[src/rtl/i2c_eng_pkg.sv]
package i2c_eng_pkg;

  // Engine phases: parked states, START halves, bit halves, STOP halves.
  typedef enum logic [3:0] {
    ST_IDLE,
    ST_HOLD,
    ST_SA,
    ST_SB,
    ST_SC,
    ST_BL,
    ST_BH,
    ST_P0,
    ST_P1,
    ST_P2
  } eng_st_e;

  function automatic logic is_parked(eng_st_e s);
    return (s == ST_IDLE) || (s == ST_HOLD);
  endfunction

endpackage

[src/rtl/i2c_half_timer.sv]
module i2c_half_timer #(
  parameter int CW = 10
) (
  input  logic          clk,
  input  logic          rst_n,
  input  logic          hold,
  input  logic [CW-1:0] half_len,
  output logic          tick
);

  logic [CW-1:0] cnt;

  assign tick = !hold && (cnt == half_len - 1'b1);

  always_ff @(posedge clk or negedge rst_n) begin
    if (!rst_n)            cnt <= '0;
    else if (hold || tick) cnt <= '0;
    else                   cnt <= cnt + 1'b1;
  end

  AST_HALF_BOUND: assert property (@(posedge clk) disable iff (!rst_n)
    !hold |-> (cnt < half_len));

endmodule

[src/rtl/i2c_shift_reg.sv]
module i2c_shift_reg #(
  parameter int W = 8
) (
  input  logic         clk,
  input  logic         rst_n,
  input  logic         load,
  input  logic [W-1:0] load_val,
  input  logic         shift,
  input  logic         in_bit,
  output logic [W-1:0] q,
  output logic         msb
);

  always_ff @(posedge clk or negedge rst_n) begin
    if (!rst_n)     q <= '0;
    else if (load)  q <= load_val;
    else if (shift) q <= {q[W-2:0], in_bit};
  end

  assign msb = q[W-1];

endmodule

[src/rtl/i2c_bus_watch.sv]
module i2c_bus_watch (
  input  logic clk,
  input  logic rst_n,
  input  logic scl_in,
  input  logic sda_in,
  output logic bus_busy
);

  logic scl_d, sda_d;
  logic start_ev, stop_ev;

  // Conditions only count while SCL was and still is high.
  assign start_ev = scl_in && scl_d && sda_d && !sda_in;
  assign stop_ev  = scl_in && scl_d && !sda_d && sda_in;

  always_ff @(posedge clk or negedge rst_n) begin
    if (!rst_n) begin
      scl_d    <= 1'b1;
      sda_d    <= 1'b1;
      bus_busy <= 1'b0;
    end else begin
      scl_d <= scl_in;
      sda_d <= sda_in;
      if (start_ev)     bus_busy <= 1'b1;
      else if (stop_ev) bus_busy <= 1'b0;
    end
  end

endmodule

[src/rtl/i2c_byte_engine.sv]
module i2c_byte_engine #(
  parameter int STD_HALF  = 1000,
  parameter int FAST_HALF = 250,
  parameter int DATA_W    = 8
) (
  input  logic              clk,
  input  logic              rst_n,
  input  logic              unit_en,
  input  logic              sclk_en,
  input  logic              fast_mode,
  input  logic              cmd_valid,
  output logic              cmd_ready,
  input  logic              cmd_start,
  input  logic              cmd_stop,
  input  logic              cmd_nak,
  input  logic [DATA_W-1:0] cmd_data,
  output logic              rx_valid,
  output logic [DATA_W-1:0] rx_data,
  output logic              byte_done,
  output logic              ack_nak,
  output logic              bus_err,
  output logic              arb_lost,
  output logic              mstop,
  output logic              unit_busy,
  output logic              bus_busy,
  output logic              scl_oe,
  output logic              sda_oe,
  input  logic              scl_in,
  input  logic              sda_in
);
  import i2c_eng_pkg::*;

  localparam int MAXH = (STD_HALF > FAST_HALF) ? STD_HALF : FAST_HALF;
  localparam int CW   = $clog2(MAXH + 1);
  localparam int BCW  = $clog2(DATA_W + 1);
  localparam logic [BCW-1:0] ACK_IDX = BCW'(DATA_W);

  eng_st_e           st;
  logic [BCW-1:0]    bit_cnt;
  logic [CW-1:0]     half_q;
  logic              start_q, stop_q, nak_q, rd_cur, rd_mode, from_hold;
  logic              busy_q, ack_q;
  logic              done_q, berr_q, arb_q, mstop_q, rxv_q;
  logic [DATA_W-1:0] rx_q;

  logic              en, accept, tick, last_bit;
  logic              sh_load, sh_shift, sh_msb;
  logic [DATA_W-1:0] sh_q;
  logic              data_drive, ack_drive, bit_drive;

  assign en        = unit_en && sclk_en;
  assign cmd_ready = en && is_parked(st);
  assign accept    = cmd_valid && cmd_ready;
  assign last_bit  = (bit_cnt == ACK_IDX);

  i2c_half_timer #(.CW(CW)) u_timer (
    .clk      (clk),
    .rst_n    (rst_n),
    .hold     (is_parked(st)),
    .half_len (half_q),
    .tick     (tick)
  );

  assign sh_load  = accept;
  assign sh_shift = (st == ST_BH) && tick && !last_bit;

  i2c_shift_reg #(.W(DATA_W)) u_shift (
    .clk      (clk),
    .rst_n    (rst_n),
    .load     (sh_load),
    .load_val (cmd_data),
    .shift    (sh_shift),
    .in_bit   (sda_in),
    .q        (sh_q),
    .msb      (sh_msb)
  );

  i2c_bus_watch u_watch (
    .clk      (clk),
    .rst_n    (rst_n),
    .scl_in   (scl_in),
    .sda_in   (sda_in),
    .bus_busy (bus_busy)
  );

  // Phase sequencer
  always_ff @(posedge clk or negedge rst_n) begin
    if (!rst_n) begin
      st        <= ST_IDLE;
      bit_cnt   <= '0;
      half_q    <= CW'(STD_HALF);
      start_q   <= 1'b0;
      stop_q    <= 1'b0;
      nak_q     <= 1'b0;
      rd_cur    <= 1'b0;
      rd_mode   <= 1'b0;
      from_hold <= 1'b0;
      busy_q    <= 1'b0;
      ack_q     <= 1'b0;
      rx_q      <= '0;
      done_q    <= 1'b0;
      berr_q    <= 1'b0;
      arb_q     <= 1'b0;
      mstop_q   <= 1'b0;
      rxv_q     <= 1'b0;
    end else begin
      done_q  <= 1'b0;
      berr_q  <= 1'b0;
      arb_q   <= 1'b0;
      mstop_q <= 1'b0;
      rxv_q   <= 1'b0;
      if (!en) begin
        st     <= ST_IDLE;
        busy_q <= 1'b0;
      end else begin
        unique case (st)
          ST_IDLE, ST_HOLD: begin
            if (cmd_valid) begin
              start_q   <= cmd_start;
              stop_q    <= cmd_stop;
              nak_q     <= cmd_nak;
              rd_cur    <= !cmd_start && rd_mode;
              from_hold <= (st == ST_HOLD);
              half_q    <= fast_mode ? CW'(FAST_HALF) : CW'(STD_HALF);
              bit_cnt   <= '0;
              if (cmd_start) begin
                busy_q <= 1'b1;
                st     <= ST_SA;
              end else begin
                st     <= ST_BL;
              end
            end
          end
          ST_SA: if (tick) st <= ST_SB;
          ST_SB: if (tick) st <= ST_SC;
          ST_SC: if (tick) st <= ST_BL;
          ST_BL: if (tick) st <= ST_BH;
          ST_BH: begin
            if (tick) begin
              if (!last_bit) begin
                if (!rd_cur && sh_msb && !sda_in) begin
                  st     <= ST_IDLE;
                  arb_q  <= 1'b1;
                  busy_q <= 1'b0;
                end else begin
                  bit_cnt <= bit_cnt + 1'b1;
                  st      <= ST_BL;
                end
              end else begin
                done_q <= 1'b1;
                if (rd_cur) begin
                  rx_q  <= sh_q;
                  rxv_q <= 1'b1;
                end else begin
                  ack_q  <= sda_in;
                  berr_q <= sda_in;
                end
                if (start_q) rd_mode <= sh_q[0];
                st <= stop_q ? ST_P0 : ST_HOLD;
              end
            end
          end
          ST_P0: if (tick) st <= ST_P1;
          ST_P1: if (tick) st <= ST_P2;
          ST_P2: begin
            if (tick) begin
              st      <= ST_IDLE;
              mstop_q <= 1'b1;
              busy_q  <= 1'b0;
            end
          end
          default: st <= ST_IDLE;
        endcase
      end
    end
  end

  // Line drive per phase
  assign data_drive = rd_cur ? 1'b0 : !sh_msb;
  assign ack_drive  = rd_cur ? !nak_q : 1'b0;
  assign bit_drive  = last_bit ? ack_drive : data_drive;

  always_comb begin
    scl_oe = 1'b0;
    sda_oe = 1'b0;
    unique case (st)
      ST_HOLD: scl_oe = 1'b1;
      ST_SA:   scl_oe = from_hold;
      ST_SC:   sda_oe = 1'b1;
      ST_BL: begin
        scl_oe = 1'b1;
        sda_oe = bit_drive;
      end
      ST_BH:   sda_oe = bit_drive;
      ST_P0: begin
        scl_oe = 1'b1;
        sda_oe = 1'b1;
      end
      ST_P1:   sda_oe = 1'b1;
      default: ;
    endcase
  end

  assign rx_valid  = rxv_q;
  assign rx_data   = rx_q;
  assign byte_done = done_q;
  assign ack_nak   = ack_q;
  assign bus_err   = berr_q;
  assign arb_lost  = arb_q;
  assign mstop     = mstop_q;
  assign unit_busy = busy_q;

  AST_SCL_ENABLED: assert property (@(posedge clk) disable iff (!rst_n)
    scl_oe |-> $past(unit_en && sclk_en));

  AST_SDA_STEADY_HIGH: assert property (@(posedge clk) disable iff (!rst_n)
    (st == ST_BH && $past(st) == ST_BH) |-> $stable(sda_oe));

  AST_STOP_RELEASE: assert property (@(posedge clk) disable iff (!rst_n)
    mstop |-> (!unit_busy && !scl_oe && !sda_oe));

  AST_ARB_RELEASE: assert property (@(posedge clk) disable iff (!rst_n)
    arb_lost |-> (!unit_busy && !scl_oe && !sda_oe));

  AST_DONE_SINGLE: assert property (@(posedge clk) disable iff (!rst_n)
    byte_done |=> !byte_done);

  AST_START_MARKS_BUS: assert property (@(posedge clk) disable iff (!rst_n)
    (st == ST_SC && $past(st) == ST_SB) |=> bus_busy);

endmodule

[config.mk]
export PLATFORM = sky130hd
export DESIGN_NAME = i2c_byte_engine
export DESIGN_NICKNAME = d
export VERILOG_FILES = /design/src/rtl/i2c_eng_pkg.sv /design/src/rtl/i2c_half_timer.sv /design/src/rtl/i2c_shift_reg.sv /design/src/rtl/i2c_bus_watch.sv /design/src/rtl/i2c_byte_engine.sv
export SDC_FILE = /design/constraint.sdc
export NUM_CORES = 1
export LEC_CHECK = 0
export BUFFER_PORTS_ARGS = -buffer_cell sky130_fd_sc_hd__buf_2
export CAP_MARGIN = 20
export CORE_AREA = 4 4 67 100
export DETAILED_ROUTE_END_ITERATION = 6
export DIE_AREA = 0 0 71 104
export PLACE_DENSITY = 0.65
export SLEW_MARGIN = 0
export SYNTH_ARGS = -nofsm -noshare
export SYNTH_HDL_FRONTEND = slang
export SYNTH_SLANG_ARGS = --single-unit
[constraint.sdc]
create_clock -name clk -period 3.6 [get_ports clk]
set_clock_uncertainty 0.05 [all_clocks]
set_input_delay 0.36 -clock clk [delete_from_list [all_inputs] [get_ports clk]]
set_output_delay 0.36 -clock clk [all_outputs]
set_load 0.005 [all_outputs]
==> flow_metrics.py <==
metrics = {
    "die": {
        "die-height_um": 104,
        "design.core.area_mm2": 0.005786,
        "die_w_um": 71,
        "start_util_pct": 44.57,
        "rows": 34,
        "die-area_mm2": 0.007384,
        "pin_count": 38,
    },
    "pwr": {
        "p_leak_nw": 1.407,
        "ir_worst_vdd_v": 0.0001912,
        "powerDensity_mw_per_mm2": 415.6,
    },
    "yosys": {
        "synth_edf_count": 0,
        "async_flop_share_pct": 100.0,
        "netlist-cell-type-count": 49,
        "syn_area_mm2": 0.002579,
        "synth.ff_latch_count": 52,
        "syn_avg_cell_area_um2": 10.23,
        "yosys_warnings": 0,
        "synthFlopType": "dfrtp_1",
        "seq_area_frac_synth_pct": 50.61,
        "synthCells": 252,
        "syn_nets": 274,
    },
    "worst_setup_path": {
        "crit_start": "u_timer.cnt[8]$_DFF_PN0_",
        "cp.arrival_ns": 2.52,
        "reg2regPathDepth": 4,
        "rrSetupSlack_ns": 1.23,
        "rr_endpoint": "rx_data[6]$_DFFE_PN0P_",
        "cp-start-kind": "register",
        "worstPathMaxFanout": 8,
        "cp-end-kind": "register",
        "timing.rr.start": "u_timer.cnt[8]$_DFF_PN0_",
        "required_ns": 3.75,
        "crit_end": "rx_data[6]$_DFFE_PN0P_",
        "crit_type": "reg2reg",
    },
    "finish": {
        "final_util_pct": 50.82,
        "diodes": 0,
        "layout-drive-gt1-share_pct": 22.92,
        "nets": 309,
        "area_growth_syn_to_layout_pct": 14.02,
    },
    "timing": {
        "tns_ns": 0,
        "timing.fmax_mhz": 421.7,
        "hold_viol": 0,
        "fin_ws_ns": 1.229,
        "fin_crit_ns": 2.371,
        "rsz0062_at_grt": "false",
        "final_max_slew_viol_count": 0,
        "finalCritPeriodShare_pct": 65.87,
        "setup_viol_count_final": 0,
        "slew_headroom_pct": 56.46,
        "worst_pin_slew_ns": 0.6487,
    },
    "clock_network": {
        "cts_sinks": 52,
        "clockRootBuffer": "clkbuf_8",
        "clk_latency_ns": 0.31,
        "cts_tree": "built",
        "clock_path_buffers": 2,
        "clkTransAtPathRegs_ns": 0.10,
        "cts_setup_buffers": 0,
        "cts_htree_levels": 2,
        "cts_hold_buffers": 1,
        "cts_resized": 0,
        "cts_buffers": 5,
    },
    "routing": {
        "drtPass1Iterations": 4,
        "drt_iter0_drc": 118,
        "wl_um": 5427,
        "top_layer": "met4",
        "wl_met1_um": 2371,
        "vias": 1984,
        "drt-vias-per-instance": 5.511,
        "wl_met2_um": 2734,
        "drc": 0,
        "wl_per_cell_um": 15.08,
        "ant_nets": 0,
        "route.met3.wl_um": 221,
    },
    "global_route": {
        "grt_overflow_total": 0,
        "grt_use_total_pct": 15.77,
        "grt_pass1_wl_um": 9535,
        "grt_max_degree": 34,
        "grt_antenna_before_repair": 0,
        "grt_pass1_vias": 1984,
    },
    "flow_run": {
        "drv_cap": 0,
    },
    "worst_hold_path": {
        "min_path_type": "in2reg",
    },
    "placement": {
        "portBuffers": 37,
        "gp_congestion": 0.9134,
        "pre_cts_slack_ns": 1.253,
        "place_hpwl_um": 4119,
    },
    "status": {
        "run_status": "finished, final reports clean",
    },
}
-- cell usage after synthesis (2+ instances only) --
library cell,n,area [µm²]
nor4_1,3,18.77
or3_1,5,31.28
clkbuf_1,10,37.54
and3_1,7,43.79
o21ai_0,17,85.08
mux2i_1,9,90.09
inv_1,4,15.01
mux2_2,5,56.30
nand3_1,12,60.06
nor2_1,19,71.32
dfrtp_1,49,1226
and2_1,2,12.51
xnor2_1,3,26.28
nand4_1,4,25.02
nand3b_1,3,22.52
ha_1,3,37.54
xor2_1,6,52.55
nor2b_1,3,18.77
o31ai_1,2,15.01
a221o_1,2,20.02
mux2_4,8,120.1
nor3_1,2,10.01
dfstp_2,3,78.83
a32o_1,3,30.03
a21oi_1,7,35.03
nand2_1,36,135.1
and4_1,2,17.52
nand4bb_1,2,22.52
-- sequential cells by signal, summed over array words and instances, names as in the netlist, 2 cells and up --
name / flops
u_timer.cnt: 10
rx_data: 8
u_shift.q: 8
bit_cnt: 4
st: 4
half_q: 2
-- logic make-up after synthesis --
group / after synthesis / synth area share (%)
simple gates: 109 / 21.83
flops: 52 / 50.61
compound gates: 41 / 10.04
mux: 22 / 10.33
buf+inv: 16 / 2.668
xor+xnor: 9 / 3.057
fa+ha+maj: 3 / 1.456
-- cell usage in the layout, fill, tap and decap left out, types with 2 or more instances in the layout --
master	netlist	final
buf_4	0	2
dfstp_2	3	3
nor3_1	2	2
xor2_1	6	6
buf_2	1	37
xnor2_1	3	3
and4_1	2	2
a221o_1	2	2
nand4bb_1	2	2
inv_1	4	4
dfrtp_1	49	49
mux2_2	5	5
a32o_1	3	3
o31ai_1	2	2
a21oi_1	7	7
mux2i_1	9	9
nand3_1	12	12
nand3b_1	3	3
nand4_1	4	4
nor2b_1	3	3
ha_1	3	3
o21ai_0	17	17
mux2_4	8	8
clkbuf_8	0	5
nor2_1	19	19
nand2_1	36	36
and3_1	7	7
nor4_1	3	3
and2_1	2	2
or3_1	5	5
-- layout make-up --
class,count,area [µm²]
Fill cell,589,2845
Sequential cell,52,1305
Multi-Input combinational cell,184,1205
Timing Repair Buffer,40,210.2
Tap cell,72,90.09
Clock buffer,5,68.82
Clock inverter,3,46.29
Inverter,4,15.01
-- critical path, cell delays in order (launching register included) --
cell	delay [ns]
dfrtp_1	0.43
or3_1	0.40
a22o_1	0.27
or4_1	0.72
mux2_4	0.38
-- stage by stage --
step | instances | total power, mW | hold slack [ns] | area, µm²
5_1_grt | 360 | 1.298 | 0.1113 | 2940
3_5_place_dp | 351 | 0.8277 | 0.2914 | 2815
2_1_floorplan | 252 | 0.7669 | 0.01441 | 2579
3_3_place_gp | 351 | 0.8238 | 0.2898 | 2815
4_1_cts | 360 | 1.240 | 0.1229 | 2940
6_report | 360 | 1.222 | 0.1281 | 2940
-- worst min path at each step --
stage / from / end / cells past startpoint
2_1_floorplan: rst_n / ack_nak$_DFFE_PN0P_ / 0
3_3_place_gp: rst_n / bit_cnt[0]$_DFFE_PN0P_ / 1
3_5_place_dp: rst_n / bit_cnt[0]$_DFFE_PN0P_ / 1
4_1_cts: scl_in / u_watch.scl_d$_DFF_PN1_ / 1
5_1_grt: scl_in / u_watch.scl_d$_DFF_PN1_ / 1
6_report: scl_in / u_watch.scl_d$_DFF_PN1_ / 1
-- report_power, final --
part	switching [mW]	internal [mW]	leakage (nW)
sequential	0.0445	0.631	0.689
combinational	0.0762	0.0627	0.663
clock	0.198	0.210	0.0548
-- metal layers --
layer / up-vias / track usage (%)
met3: 11 / 3.095
met4: 0 / 5.108
met2: 46 / 26.36
met1: 964 / 20.24
met5: - / 0
li1: 963 / -
Power figures use the tool's default switching activity.
